--- src/rtl/cpu_lpm_seq.sv ---
module cpu_lpm_seq #(
  parameter int CNT_W = 8
) (
  input  logic             clk,
  input  logic             rst_n,
  input  logic             mode_wr,
  input  logic [1:0]       mode_wdata,
  input  logic [CNT_W-1:0] settle_cycles,
  input  logic             wfi,
  input  logic             irq_pending,
  input  logic             all_idle,
  input  logic             cache_stby_ack,
  input  logic             rm_ack,
  output logic             clk_gate,
  output logic             ret_req,
  output logic             pwr_en,
  output logic             core_rst,
  output logic             cache_stby_req,
  output logic             rm_req,
  output logic [3:0]       state_o,
  output logic [1:0]       mode_o,
  output logic [1:0]       last_mode,
  output logic             last_valid
);
  localparam logic [1:0] M_STBY = 2'd0, M_RET = 2'd1, M_SPC = 2'd2, M_PC = 2'd3;

  typedef enum logic [3:0] {
    S_IDLE = 4'd0, S_RET_DN = 4'd1, S_PWR_DN = 4'd2, S_WAIT = 4'd3, S_RM_REQ = 4'd4,
    S_RM_REL = 4'd5, S_RET_UP = 4'd6, S_PWR_UP = 4'd7, S_CCHK = 4'd8
  } st_t;

  st_t              st;
  logic [CNT_W-1:0] cnt;
  logic [1:0]       mode_q, mode_l;
  logic             wfi_q, hs_done, ret_q, pwr_q, rst_q, cache_q, rm_q;

  wire trig = wfi & ~wfi_q;
  wire cnt_zero = (cnt == '0);

  assign clk_gate       = (st != S_IDLE);
  assign ret_req        = ret_q;
  assign pwr_en         = pwr_q;
  assign core_rst       = rst_q;
  assign cache_stby_req = cache_q;
  assign rm_req         = rm_q;
  assign state_o        = st;
  assign mode_o         = mode_q;

  always_ff @(posedge clk or negedge rst_n) begin
    if (!rst_n) begin
      st <= S_IDLE; cnt <= '0; mode_q <= M_STBY; mode_l <= M_STBY;
      wfi_q <= 1'b0; hs_done <= 1'b0; ret_q <= 1'b0; pwr_q <= 1'b1;
      rst_q <= 1'b0; cache_q <= 1'b0; rm_q <= 1'b0;
      last_mode <= M_STBY; last_valid <= 1'b0;
    end else begin
      wfi_q <= wfi;
      case (st)
        S_IDLE: begin
          if (mode_wr) mode_q <= mode_wdata;
          if (trig && !irq_pending) begin
            mode_l  <= mode_q;
            hs_done <= 1'b0;
            case (mode_q)
              M_STBY:  st <= S_WAIT;
              M_RET:   begin ret_q <= 1'b1; cnt <= settle_cycles; st <= S_RET_DN; end
              default: begin pwr_q <= 1'b0; rst_q <= 1'b1; cnt <= settle_cycles; st <= S_PWR_DN; end
            endcase
          end
        end
        S_RET_DN, S_PWR_DN: begin
          if (cnt_zero) st <= S_WAIT;
          else cnt <= cnt - 1'b1;
        end
        S_WAIT: begin
          cache_q <= (mode_l == M_STBY) && all_idle && !irq_pending;
          if (irq_pending) begin
            case (mode_l)
              M_STBY: st <= S_CCHK;
              M_RET:  begin ret_q <= 1'b0; cnt <= settle_cycles; st <= S_RET_UP; end
              default: begin
                if (mode_l == M_PC && hs_done) st <= S_RM_REL;
                else begin pwr_q <= 1'b1; cnt <= settle_cycles; st <= S_PWR_UP; end
              end
            endcase
          end else if (mode_l == M_PC && all_idle && !hs_done) begin
            rm_q <= 1'b1;
            st   <= S_RM_REQ;
          end
        end
        S_RM_REQ: begin
          if (rm_ack) begin rm_q <= 1'b0; hs_done <= 1'b1; st <= S_WAIT; end
        end
        S_RM_REL: begin
          if (!rm_ack) begin pwr_q <= 1'b1; cnt <= settle_cycles; st <= S_PWR_UP; end
        end
        S_RET_UP, S_PWR_UP: begin
          if (cnt_zero) st <= S_CCHK;
          else cnt <= cnt - 1'b1;
        end
        S_CCHK: begin
          if (!cache_stby_ack) begin
            rst_q      <= 1'b0;
            mode_q     <= M_STBY;
            last_mode  <= mode_l;
            last_valid <= 1'b1;
            st         <= S_IDLE;
          end
        end
        default: st <= S_IDLE;
      endcase
    end
  end

  p_off_gated_r7: assert property (@(posedge clk) disable iff (!rst_n) !pwr_en |-> clk_gate);
  p_ret_powered_r6: assert property (@(posedge clk) disable iff (!rst_n) ret_req |-> pwr_en);
  p_cache_idle_r5: assert property (@(posedge clk) disable iff (!rst_n) cache_stby_req |-> $past(all_idle));
  p_resume_cache_r5: assert property (@(posedge clk) disable iff (!rst_n)
    ($fell(core_rst) || $fell(clk_gate)) |-> !$past(cache_stby_ack));
  p_rst_powered_r7: assert property (@(posedge clk) disable iff (!rst_n) $fell(core_rst) |-> pwr_en && $past(pwr_en));
  p_settle_after_up_r7: assert property (@(posedge clk) disable iff (!rst_n) $rose(pwr_en) |=> core_rst);
  p_req_hold_r9: assert property (@(posedge clk) disable iff (!rst_n) (rm_req && !rm_ack) |=> rm_req);
  p_req_drop_r9: assert property (@(posedge clk) disable iff (!rst_n) $fell(rm_req) |-> $past(rm_ack));
  p_ack_low_r9: assert property (@(posedge clk) disable iff (!rst_n)
    ($rose(pwr_en) && mode_l == M_PC && hs_done) |-> !$past(rm_ack));
  p_spc_alone_r8: assert property (@(posedge clk) disable iff (!rst_n) (mode_l == M_SPC && clk_gate) |-> !rm_req);
  p_revert_r4: assert property (@(posedge clk) disable iff (!rst_n) $rose(last_valid) |-> mode_o == M_STBY);
endmodule

--- config.mk ---
export PLATFORM = sky130hd
export DESIGN_NAME = cpu_lpm_seq
export DESIGN_NICKNAME = d
export VERILOG_FILES = /design/src/rtl/cpu_lpm_seq.sv
export SDC_FILE = /design/constraint.sdc
export NUM_CORES = 1
export LEC_CHECK = 0
export BUFFER_PORTS_ARGS = -buffer_cell sky130_fd_sc_hd__buf_2
export CAP_MARGIN = 40
export CORE_ASPECT_RATIO = 0.9
export CORE_UTILIZATION = 51
export CTS_BUF_LIST = sky130_fd_sc_hd__clkbuf_8
export DETAILED_ROUTE_END_ITERATION = 8
export PLACE_DENSITY = 0.78
export REMOVE_ABC_BUFFERS = 1
export SYNTH_ARGS = -nofsm -noshare
export SYNTH_HDL_FRONTEND = slang
export SYNTH_SLANG_ARGS = --single-unit
--- constraint.sdc ---
create_clock -name clk -period 1.6 [get_ports clk]
set_input_delay 0.24 -clock clk [delete_from_list [all_inputs] [get_ports clk]]
set_output_delay 0.24 -clock clk [all_outputs]
set_load 0.03 [all_outputs]
==> impl_metrics.py <==
metrics = {
    "outcome": {
        "outcome": "finished with violations",
        "violations": "negative setup slack",
    },
    "timing": {
        "hold_viol_final": 0,
        "report.final.setup_viol": 13,
        "period_minus_slack_ns": 1.71,
        "period_share_pct": 107,
        "worst_slack_ns": -0.113,
        "rsz0062_at_grt": "true",
        "finClkSkew_ns": 0.00935,
        "max_slew_margin_pct": 59.6,
        "fmax_mhz": 584,
        "slew_viol_final": 0,
        "worst_pin_slew_ns": 0.605,
    },
    "clocking": {
        "clockRootBuffer": "clkbuf_8",
        "cts.sink_count": 26,
        "htreeDepth": 1,
        "cts_buffers": 3,
        "path_clk_slew_ns": 0.10,
        "cts_tree": "done",
        "clockBufferDepth": 2,
        "insertion_delay_ns": 0.28,
    },
    "worst_setup_path": {
        "r2r_cells": 6,
        "crit_type": "register to register",
        "endpoint_kind": "register",
        "cp-start-kind": "register",
        "crit_arrival_ns": 1.90,
        "r2r_slack_ns": -0.11,
        "reg2reg_to": "state_o[3]$_DFFE_PN0P_",
        "cp.required_ns": 1.79,
        "crit_path_max_fanout": 8,
        "r2r_start": "state_o[2]$_DFFE_PN0P_",
    },
    "hold_path": {
        "hp-start": "wfi",
        "hold_depth": 1,
        "min_to": "wfi_q$_DFF_PN0_",
        "hold_class": "input pin to register",
    },
    "final_layout": {
        "final_cell_mix": "buf_4 (44), buf_2 (31), dfrtp_1 (21)",
        "nets": 276,
        "antenna_cells": 0,
        "synthToLayoutAreaGrowth_pct": 50.6,
        "drive_gt1_share_pct": 54.5,
        "fill_cells": 179,
        "stdcell_area_mm2": 0.00248,
        "final_common_cell": "buf_4",
    },
    "synth": {
        "synth_edf_count": 0,
        "syn_avg_cell_area_um2": 9.54,
        "syn_inst": 173,
        "async_flop_share_pct": 100,
        "synth-seq-cells": 26,
        "netlist_area_mm2": 0.00165,
        "seq_area_frac_synth_pct": 39.5,
        "synth_cell_types": 50,
        "synth_ff_type": "dfrtp_1",
        "yosysWarningCount": 0,
    },
    "power_and_ir_drop": {
        "power.leakage_nw": 1.17,
        "peakVddDrop_mv": 1.45,
        "power_mw": 6.40,
        "p_per_area_mw_per_mm2": 2580,
    },
    "global_route": {
        "antenna_found_initial": 0,
        "grt_max_degree": 27,
        "overflow": 0,
        "track_usage_pct": 29.0,
        "grt_pass1_wl_mm": 7.46,
        "first_global_vias": 1570,
    },
    "route": {
        "drcViolationCount": 0,
        "drt-total-wl_mm": 5.22,
        "vias": 1762,
        "routedWlPerCell_um": 17.6,
        "drtAntennaViolNets": 0,
        "viasPerCell": 5.93,
        "drt_iter0_drc": 123,
        "dr.pass1.iters": 4,
    },
    "floorplan": {
        "ios": 33,
        "floorplan.initialDensity_pct": 53.8,
        "core_region_area_mm2": 0.00307,
        "die_x_um": 62.0,
        "die_y_um": 56.0,
        "die_area_mm2": 0.00347,
        "rows": 19,
    },
    "job": {
        "cap_violations": 0,
    },
    "place": {
        "placedInstanceArea_mm2": 0.00210,
        "dp_hpwl_mm": 3.09,
        "io_buffers": 32,
        "gp_congestion": 0.874,
    },
}
logic make-up (layout without fill, tap and decap cells):
family | Yosys count | in the layout | share of synthesized area (%)
and+or+nand+nor | 63 | 63 | 23.6
AOI/OAI and AO/OA | 55 | 55 | 22.6
DFF | 26 | 26 | 39.5
buffers and inverters | 19 | 101 | 6.67
muxes | 8 | 8 | 6.14
adders and majority gates | 2 | 2 | 1.52
routing by layer:
layer  vias to the layer above  share of wire [%]  track usage, %
li1                        796                  -               -
met1                       834                 42            42.5
met2                       120                 47            44.4
met3                        12                9.0            3.95
met4                         0                1.7            7.62
met5                         -                  0               0
state kept, by name (all words and copies together) (netlist names), 2 cells and up:
name       cells
cnt            8
last_mode      2
mode_l         2
mode_o         2
state_o        4
where the power goes:
group,internal (mW),switching (mW)
sequential,0.948,0.310
clock,0.336,0.234
combinational,2.25,2.33
total,3.53,2.87
worst max path at each step:
stage,from,to,slack (ns)
final,state_o[2]$_DFFE_PN0P_,state_o[3]$_DFFE_PN0P_,-0.11
after global routing,cnt[1]$_DFFE_PN0P_,state_o[3]$_DFFE_PN0P_,-0.18
after CTS,state_o[0]$_DFFE_PN0P_,clk_gate,-0.1
after detailed placement,state_o[2]$_DFFE_PN0P_,cnt[0]$_DFFE_PN0P_,-0.20
after global placement,state_o[2]$_DFFE_PN0P_,cnt[0]$_DFFE_PN0P_,-0.1
after floorplan,state_o[0]$_DFFE_PN0P_,state_o[2]$_DFFE_PN0P_,-0.56
cell usage after synthesis, drive strengths merged (2+ instances only):
master / n / area (µm²)
o21ai: 16 / 80.1
dfrtp: 25 / 626
a32oi: 3 / 26.3
mux2: 4 / 48.8
a21oi: 13 / 76.3
o22a: 2 / 17.5
nor2b: 6 / 45.0
nor2: 17 / 68.8
ha: 2 / 25.0
nand2b: 2 / 12.5
a22oi: 2 / 15.0
a31oi: 6 / 37.5
nor4: 4 / 46.3
or2: 3 / 21.3
a21o: 3 / 22.5
nor3: 4 / 20.0
nand4b: 3 / 26.3
nand2: 11 / 41.3
buf: 9 / 72.6
nor3b: 4 / 41.3
nand3: 7 / 40.0
inv: 10 / 37.5
mux2i: 4 / 52.6
layout make-up:
class / count / area [µm²] / area share [%]
Clock buffer: 3 / 41.3 / 1.66
Clock inverter: 1 / 30.0 / 1.21
Inverter: 10 / 37.5 / 1.51
Multi-Input combinational cell: 128 / 1020 / 41.2
Sequential cell: 26 / 657 / 26.4
Tap cell: 42 / 52.6 / 2.11
Timing Repair Buffer: 87 / 642 / 25.8
timing repair:
item / CTS / global route
endpoints found under the setup margin: 19 / 22
pin swaps: 8 / 11
setup buffers: 12 / 4
hold buffers: 1 / 0
resized for setup: 18 / 32
endpoints found under the hold margin: 25 / 0
cloned: 0 / 1
metrics by stage:
stage	hold WS [ns]	util, %	setup WS, ns	instances	TNS [ns]
after global routing	0.0813	81.0	-0.175	297	-1.56
after detailed placement	0.282	68.5	-0.197	276	-1.84
after CTS	0.0802	75.6	-0.0978	293	-0.649
after global placement	0.268	68.5	-0.0969	276	-0.899
after floorplan	-0.0556	-	-0.557	164	-5.30
final	0.0792	81.0	-0.113	297	-0.888
critical path, cell delays in order (launching register included):
cell	delay, ns
dfrtp_2	0.50
buf_6	0.15
nor3b_1	0.12
o21ai_0	0.24
buf_4	0.17
nand3b_4	0.09
o41ai_2	0.34
Power figures use the tool's default switching activity.
